`src/rtl/rtc_pkg.sv`:
```
package rtc_pkg;

    localparam int REG_W  = 8;
    localparam int ADDR_W = 3;

    typedef enum logic [2:0] {
        ST_IDLE  = 3'd0,
        ST_SEC   = 3'd1,
        ST_MIN   = 3'd2,
        ST_HOUR  = 3'd3,
        ST_DAY   = 3'd4,
        ST_MONTH = 3'd5,
        ST_YEAR  = 3'd6
    } seq_state_e;

    localparam logic [ADDR_W-1:0] A_SEC  = 3'd0;
    localparam logic [ADDR_W-1:0] A_MIN  = 3'd1;
    localparam logic [ADDR_W-1:0] A_HOUR = 3'd2;
    localparam logic [ADDR_W-1:0] A_DOW  = 3'd3;
    localparam logic [ADDR_W-1:0] A_DATE = 3'd4;
    localparam logic [ADDR_W-1:0] A_MON  = 3'd5;
    localparam logic [ADDR_W-1:0] A_YEAR = 3'd6;

    localparam logic [REG_W-1:0] M_SEC  = 8'h7F;
    localparam logic [REG_W-1:0] M_MIN  = 8'h7F;
    localparam logic [REG_W-1:0] M_HOUR = 8'h7F;
    localparam logic [REG_W-1:0] M_DOW  = 8'h07;
    localparam logic [REG_W-1:0] M_DATE = 8'h3F;
    localparam logic [REG_W-1:0] M_MON  = 8'h9F;
    localparam logic [REG_W-1:0] M_YEAR = 8'hFF;

    // add one to a two-digit BCD byte
    function automatic logic [REG_W-1:0] bcd_inc(input logic [REG_W-1:0] v);
        logic [REG_W-1:0] r;
        if (v[3:0] == 4'd9) r = {v[7:4] + 4'd1, 4'd0};
        else                r = {v[7:4], v[3:0] + 4'd1};
        return r;
    endfunction

    // a BCD year is a multiple of four when (2*tens + ones) is
    function automatic logic year_is_leap(input logic [REG_W-1:0] y);
        logic [4:0] s;
        s = {y[7:4], 1'b0} + {1'b0, y[3:0]};
        return (s[1:0] == 2'b00);
    endfunction

    function automatic logic [REG_W-1:0] month_last_day(input logic [4:0] mon,
                                                         input logic [REG_W-1:0] y);
        logic [REG_W-1:0] r;
        unique case (mon)
            5'h02:                      r = year_is_leap(y) ? 8'h29 : 8'h28;
            5'h04, 5'h06, 5'h09, 5'h11: r = 8'h30;
            default:                    r = 8'h31;
        endcase
        return r;
    endfunction

endpackage

```
`src/rtl/rtc_bcd_step.sv`:
```
module rtc_bcd_step
    import rtc_pkg::*;
(
    input  logic [REG_W-1:0] cur,
    input  logic [REG_W-1:0] lo,
    input  logic [REG_W-1:0] hi,
    output logic [REG_W-1:0] nxt,
    output logic             wrap
);
    always_comb begin
        wrap = (cur == hi);
        nxt  = wrap ? lo : bcd_inc(cur);
    end
endmodule

```
`src/rtl/rtc_hour_step.sv`:
```
module rtc_hour_step
    import rtc_pkg::*;
(
    input  logic [6:0] cur,
    output logic [6:0] nxt,
    output logic       day_wrap
);
    logic [REG_W-1:0] hv;
    logic [REG_W-1:0] hinc;

    always_comb begin
        if (cur[6]) hv = {3'b000, cur[4:0]};
        else        hv = {2'b00, cur[5:0]};
        hinc = bcd_inc(hv);
        day_wrap = 1'b0;
        if (cur[6]) begin
            if (hv == 8'h12) begin
                nxt = {1'b1, cur[5], 5'h01};
            end else if (hv == 8'h11) begin
                nxt      = {1'b1, ~cur[5], 5'h12};
                day_wrap = cur[5];
            end else begin
                nxt = {1'b1, cur[5], hinc[4:0]};
            end
        end else begin
            if (hv == 8'h23) begin
                nxt      = 7'h00;
                day_wrap = 1'b1;
            end else begin
                nxt = {1'b0, hinc[5:0]};
            end
        end
    end
endmodule

```
`src/rtl/rtc_seq_fsm.sv`:
```
module rtc_seq_fsm
    import rtc_pkg::*;
(
    input  logic       clk,
    input  logic       rst_n,
    input  logic       tick,
    input  logic       sec_wrap,
    input  logic       min_wrap,
    input  logic       day_wrap,
    input  logic       date_wrap,
    input  logic       mon_wrap,
    output seq_state_e state,
    output logic       en_sec,
    output logic       en_min,
    output logic       en_hour,
    output logic       en_day,
    output logic       en_mon,
    output logic       en_year
);
    always_ff @(posedge clk or negedge rst_n) begin
        if (!rst_n) begin
            state <= ST_IDLE;
        end else begin
            unique case (state)
                ST_IDLE:  state <= tick      ? ST_SEC   : ST_IDLE;
                ST_SEC:   state <= sec_wrap  ? ST_MIN   : ST_IDLE;
                ST_MIN:   state <= min_wrap  ? ST_HOUR  : ST_IDLE;
                ST_HOUR:  state <= day_wrap  ? ST_DAY   : ST_IDLE;
                ST_DAY:   state <= date_wrap ? ST_MONTH : ST_IDLE;
                ST_MONTH: state <= mon_wrap  ? ST_YEAR  : ST_IDLE;
                ST_YEAR:  state <= ST_IDLE;
                default:  state <= ST_IDLE;
            endcase
        end
    end

    always_comb begin
        en_sec  = 1'b0;
        en_min  = 1'b0;
        en_hour = 1'b0;
        en_day  = 1'b0;
        en_mon  = 1'b0;
        en_year = 1'b0;
        unique case (state)
            ST_IDLE:  ;
            ST_SEC:   en_sec  = 1'b1;
            ST_MIN:   en_min  = 1'b1;
            ST_HOUR:  en_hour = 1'b1;
            ST_DAY:   en_day  = 1'b1;
            ST_MONTH: en_mon  = 1'b1;
            ST_YEAR:  en_year = 1'b1;
            default:  ;
        endcase
    end
endmodule

```
`src/rtl/rtc_calendar_core.sv`:
```
module rtc_calendar_core
    import rtc_pkg::*;
#(
    parameter logic [REG_W-1:0] DOW_LAST = 8'h07
) (
    input  logic              clk,
    input  logic              rst_n,
    input  logic              tick,
    input  logic              wr_en,
    input  logic [ADDR_W-1:0] wr_addr,
    input  logic [REG_W-1:0]  wr_data,
    input  logic [ADDR_W-1:0] rd_addr,
    output logic [REG_W-1:0]  rd_data
);
    logic [REG_W-1:0] r_sec, r_min, r_hour, r_dow, r_date, r_mon, r_year;

    seq_state_e state;
    logic en_sec, en_min, en_hour, en_day, en_mon, en_year;
    logic sec_wrap, min_wrap, day_wrap, date_wrap, mon_wrap, year_wrap, dow_wrap;
    logic [REG_W-1:0] sec_nxt, min_nxt, dow_nxt, date_nxt, mon_nxt, year_nxt;
    logic [6:0]       hour_nxt;
    logic [REG_W-1:0] last_day;

    logic w_sec, w_min, w_hour, w_dow, w_date, w_mon, w_year;
    assign w_sec  = wr_en && (wr_addr == A_SEC);
    assign w_min  = wr_en && (wr_addr == A_MIN);
    assign w_hour = wr_en && (wr_addr == A_HOUR);
    assign w_dow  = wr_en && (wr_addr == A_DOW);
    assign w_date = wr_en && (wr_addr == A_DATE);
    assign w_mon  = wr_en && (wr_addr == A_MON);
    assign w_year = wr_en && (wr_addr == A_YEAR);

    assign last_day = month_last_day(r_mon[4:0], r_year);

    rtc_bcd_step u_sec  (.cur(r_sec),  .lo(8'h00), .hi(8'h59),   .nxt(sec_nxt),  .wrap(sec_wrap));
    rtc_bcd_step u_min  (.cur(r_min),  .lo(8'h00), .hi(8'h59),   .nxt(min_nxt),  .wrap(min_wrap));
    rtc_hour_step u_hour (.cur(r_hour[6:0]), .nxt(hour_nxt), .day_wrap(day_wrap));
    rtc_bcd_step u_dow  (.cur(r_dow),  .lo(8'h01), .hi(DOW_LAST), .nxt(dow_nxt),  .wrap(dow_wrap));
    rtc_bcd_step u_date (.cur(r_date), .lo(8'h01), .hi(last_day), .nxt(date_nxt), .wrap(date_wrap));
    rtc_bcd_step u_mon  (.cur({3'b000, r_mon[4:0]}), .lo(8'h01), .hi(8'h12),
                         .nxt(mon_nxt), .wrap(mon_wrap));
    rtc_bcd_step u_year (.cur(r_year), .lo(8'h00), .hi(8'h99),   .nxt(year_nxt), .wrap(year_wrap));

    rtc_seq_fsm u_seq (
        .clk      (clk),
        .rst_n    (rst_n),
        .tick     (tick),
        .sec_wrap (sec_wrap),
        .min_wrap (min_wrap),
        .day_wrap (day_wrap),
        .date_wrap(date_wrap),
        .mon_wrap (mon_wrap),
        .state    (state),
        .en_sec   (en_sec),
        .en_min   (en_min),
        .en_hour  (en_hour),
        .en_day   (en_day),
        .en_mon   (en_mon),
        .en_year  (en_year)
    );

    // each field: write first, then the sequencer step
    always_ff @(posedge clk or negedge rst_n) begin
        if (!rst_n) begin
            r_sec  <= 8'h00;
            r_min  <= 8'h00;
            r_hour <= 8'h00;
            r_dow  <= 8'h01;
            r_date <= 8'h01;
            r_mon  <= 8'h01;
            r_year <= 8'h00;
        end else begin
            if (w_sec)       r_sec <= wr_data & M_SEC;
            else if (en_sec) r_sec <= sec_nxt;

            if (w_min)       r_min <= wr_data & M_MIN;
            else if (en_min) r_min <= min_nxt;

            if (w_hour)       r_hour <= wr_data & M_HOUR;
            else if (en_hour) r_hour <= {1'b0, hour_nxt};

            if (w_dow)       r_dow <= wr_data & M_DOW;
            else if (en_day) r_dow <= dow_nxt;

            if (w_date)      r_date <= wr_data & M_DATE;
            else if (en_day) r_date <= date_nxt;

            if (w_mon) begin
                r_mon <= wr_data & M_MON;
            end else begin
                if (en_mon)                          r_mon[4:0] <= mon_nxt[4:0];
                if (en_year && year_wrap && !w_year) r_mon[7]   <= ~r_mon[7];
            end

            if (w_year)       r_year <= wr_data & M_YEAR;
            else if (en_year) r_year <= year_nxt;
        end
    end

    always_comb begin
        unique case (rd_addr)
            A_SEC:   rd_data = r_sec;
            A_MIN:   rd_data = r_min;
            A_HOUR:  rd_data = r_hour;
            A_DOW:   rd_data = r_dow;
            A_DATE:  rd_data = r_date;
            A_MON:   rd_data = r_mon;
            A_YEAR:  rd_data = r_year;
            default: rd_data = '0;
        endcase
    end
endmodule

```
`config.mk`:
```
export PLATFORM = sky130hd
export DESIGN_NAME = rtc_calendar_core
export DESIGN_NICKNAME = d
export VERILOG_FILES = /design/src/rtl/rtc_pkg.sv /design/src/rtl/rtc_bcd_step.sv /design/src/rtl/rtc_hour_step.sv /design/src/rtl/rtc_seq_fsm.sv /design/src/rtl/rtc_calendar_core.sv
export SDC_FILE = /design/constraint.sdc
export NUM_CORES = 1
export LEC_CHECK = 0
export BUFFER_PORTS_ARGS = -buffer_cell sky130_fd_sc_hd__buf_2
export CAP_MARGIN = 20
export CORE_MARGIN = 8
export CORE_UTILIZATION = 30
export DETAILED_ROUTE_END_ITERATION = 12
export PLACE_DENSITY = 0.52
export SETUP_SLACK_MARGIN = 0.4
export SYNTH_ARGS = -nofsm -noshare
export SYNTH_HDL_FRONTEND = slang
export SYNTH_SLANG_ARGS = --single-unit
```
`constraint.sdc`:
```
create_clock -name clk -period 3.1 [get_ports clk]
set_clock_uncertainty 0.15 [all_clocks]
set_input_delay 0.62 -clock clk [delete_from_list [all_inputs] [get_ports clk]]
set_output_delay 0.62 -clock clk [all_outputs]
set_load 0.01 [all_outputs]
```
==> flow_metrics.env <==
export IMPL_rrSetupSlack_ps=690
export IMPL_critical_path_startpoint="rd_addr[0]"
export IMPL_status="complete, no violations"
export IMPL_fmax_ghz=0.390
export IMPL_seq_area_um2=1410
export IMPL_syn2layout_area_growth_pct=12.7
export IMPL_maxCapViolations=0
export IMPL_ctsHoldBuffers=0
export IMPL_worst_path_max_fanout=20
export IMPL_post_route_drc_count=0
export IMPL_slew_viol_final=0
export IMPL_avgSynthCellArea_um2=8.11
export IMPL_drtAntennaViolNets=0
export IMPL_dr_pass1_iters=4
export IMPL_synth_edff_count=0
export IMPL_min_period_over_period_pct=82.7
export IMPL_peakVddDrop_mv=0.177
export IMPL_setup_viol=0
export IMPL_grt_first_pass_wirelength_um=20000
export IMPL_wl_per_cell_um=17.5
export IMPL_finalSetupTns_ps=0
export IMPL_fp_row_count=42
export IMPL_grt_ovfl_total=0
export IMPL_gp_congestion=0.842
export IMPL_die_h_um=133
export IMPL_grt_max_degree=35
export IMPL_rsz0062_at_grt="no"
export IMPL_num_io_pins=26
export IMPL_grt_pass1_vias=3612
export IMPL_end_kind="primary output"
export IMPL_insertion_delay_ps=300
export IMPL_multi_input_area_um2=2530
export IMPL_hp_class="input pin to asynchronous set/reset pin"
export IMPL_dieWidth_um=133
export IMPL_fin_crit_ps=2560
export IMPL_vias=3784
export IMPL_clkSlewWorstSetupHoldPaths_ps=70
export IMPL_syn_inst=503
export IMPL_n_fill_cell=1402
export IMPL_dieArea_um2=17600
export IMPL_rr_worst_depth=6
export IMPL_slew_headroom_pct=41.0
export IMPL_required_ps=2330
export IMPL_final_core_util_pct=34.7
export IMPL_arrival_ps=1790
export IMPL_root_buffer="clkbuf_16"
export IMPL_drt_wl_total_um=12200
export IMPL_r2r_start="r_mon[4]$_DFFE_PN0P_"
export IMPL_core_area_um2=13200
export IMPL_final_cell_mix="57 x nand2_1, 53 x dfrtp_1, 52 x nor2_1, 50 x o21ai_0, 48 x a21oi_1"
export IMPL_antenna_found_initial=0
export IMPL_ys_seq_elements=56
export IMPL_worst_slew_pin_slew_ps=885
export IMPL_r2r_end="u_seq.state[0]$_DFF_PN0_"
export IMPL_drt_iter0_drc=317
export IMPL_netlist_area_um2=4080
export IMPL_grtUsageTotal_pct=14.2
export IMPL_drive_gt1_share_pct=11.7
export IMPL_clockBufferDepth=2
export IMPL_start_util_pct=30.8
export IMPL_async_flop_share_pct=100
export IMPL_ys_warnings_count=0
export IMPL_synthFlopType="dfrtp_1"
export IMPL_viasPerCell=5.42
export IMPL_final_nets=556
export IMPL_ys_seq_area_share_pct=34.5
export IMPL_start_kind="input pin"
export IMPL_antenna_cells=0
export IMPL_cts_inserted_buffers=5
export IMPL_final_common_cell="nand2_1"
export IMPL_dp_hpwl_um=9130
export IMPL_hold_violations=0
export IMPL_path_class="input pin to primary output"
export IMPL_cts_htree_levels=2
export IMPL_clock_sinks=56
export IMPL_synth_cell_types=56
export IMPL_portBuffers=25
export IMPL_cts_tree="done"
export IMPL_total_leakage_power_uw=0.00187
export IMPL_powerDensity_nw_per_um2=558
export IMPL_synth_net_count=538
## registers in the layout, summed over array words and instances, names as in the netlist
| signal | count |
|---|---|
| r_hour | 7 |
| r_date | 8 |
| r_dow | 8 |
| r_sec | 8 |
| r_min | 8 |
| u_seq.state | 3 |
| r_mon | 6 |
| r_year | 8 |
## report_power, final
| group | total (uW) | leakage (uW) | internal, uW | switching (uW) |
|---|---|---|---|---|
| logic | 700 | 0.00110 | 339 | 360 |
| clock network | 702 | 0.0000901 | 426 | 276 |
| registers | 1160 | 0.000680 | 891 | 272 |
## per-layer routing
metal  vias up  wire [um]  global-route usage, %
met5         -          0                      0
met4         0        150                   3.41
met3        13        649                   2.20
met2        95       5370                   22.4
met1      1821       6050                   19.7
li1       1855          -                      -
## metrics by stage
step / std cells / instance area (um^2) / worst slack (ps) / hold WS, ps / total power (uW)
after floorplan: 503 / 4080 / 438 / 174 / 1610
after global placement: 690 / 4410 / 409 / 416 / 1850
after detailed placement: 690 / 4410 / 370 / 409 / 1870
after CTS: 698 / 4590 / 474 / 311 / 2580
after global routing: 698 / 4600 / 441 / 343 / 2740
final: 698 / 4600 / 536 / 281 / 2570
## synthesized netlist by cell type, drive strengths merged (6+ instances only)
cell type | count | area, um^2
a21oi | 48 | 240
clkbuf | 20 | 75.1
dfrtp | 53 | 1330
ha | 17 | 213
inv | 14 | 52.6
mux2i | 15 | 150
nand2 | 58 | 220
nand2b | 8 | 50.1
nand3 | 22 | 110
nor2 | 52 | 195
nor2b | 10 | 62.6
nor3 | 17 | 85.1
nor3b | 11 | 92.6
o21ai | 53 | 265
or3 | 6 | 37.5
xnor2 | 8 | 70.1
## worst max path at each step
| stage | depth (start not counted) | endpoint |
|---|---|---|
| 2_1_floorplan | 5 | rd_data[2] |
| 3_3_place_gp | 5 | rd_data[4] |
| 3_5_place_dp | 5 | rd_data[4] |
| 4_1_cts | 5 | rd_data[1] |
| 5_1_grt | 5 | rd_data[4] |
| 6_report | 5 | rd_data[4] |
## cell type report
| type | count | share of cell area (%) |
|---|---|---|
| Clock buffer | 7 | 3.32 |
| Tap cell | 176 | 4.79 |
| Sequential cell | 56 | 30.6 |
| Timing Repair Buffer | 35 | 4.47 |
| Clock inverter | 1 | 0.653 |
| Inverter | 14 | 1.14 |
| Multi-Input combinational cell | 409 | 55.1 |
## kinds of logic after synthesis
kind of cell | after synthesis | share of synthesized area [%]
AO/OA/AOI/OAI | 141 | 20.4
XOR/XNOR | 12 | 2.58
adder cells (fa/ha/maj) | 17 | 5.22
buffers and inverters | 38 | 3.56
flip-flops | 56 | 34.5
multiplexers | 22 | 7.00
AND/OR/NAND/NOR | 217 | 26.8
## worst max-delay path: stages
cell,delay (ps)
buf_4,280
mux4_2,550
nor2_1,120
a21oi_1,60
buf_2,160
## timing repair
item / 4_1_cts / 5_1_grt
resized for setup: 1 / 2
setup buffers: 0 / 0
endpoints found under the hold margin: 0 / 0
endpoints found under the setup margin: 1 / 6
Note: power is estimated with default switching activity, not from simulation.
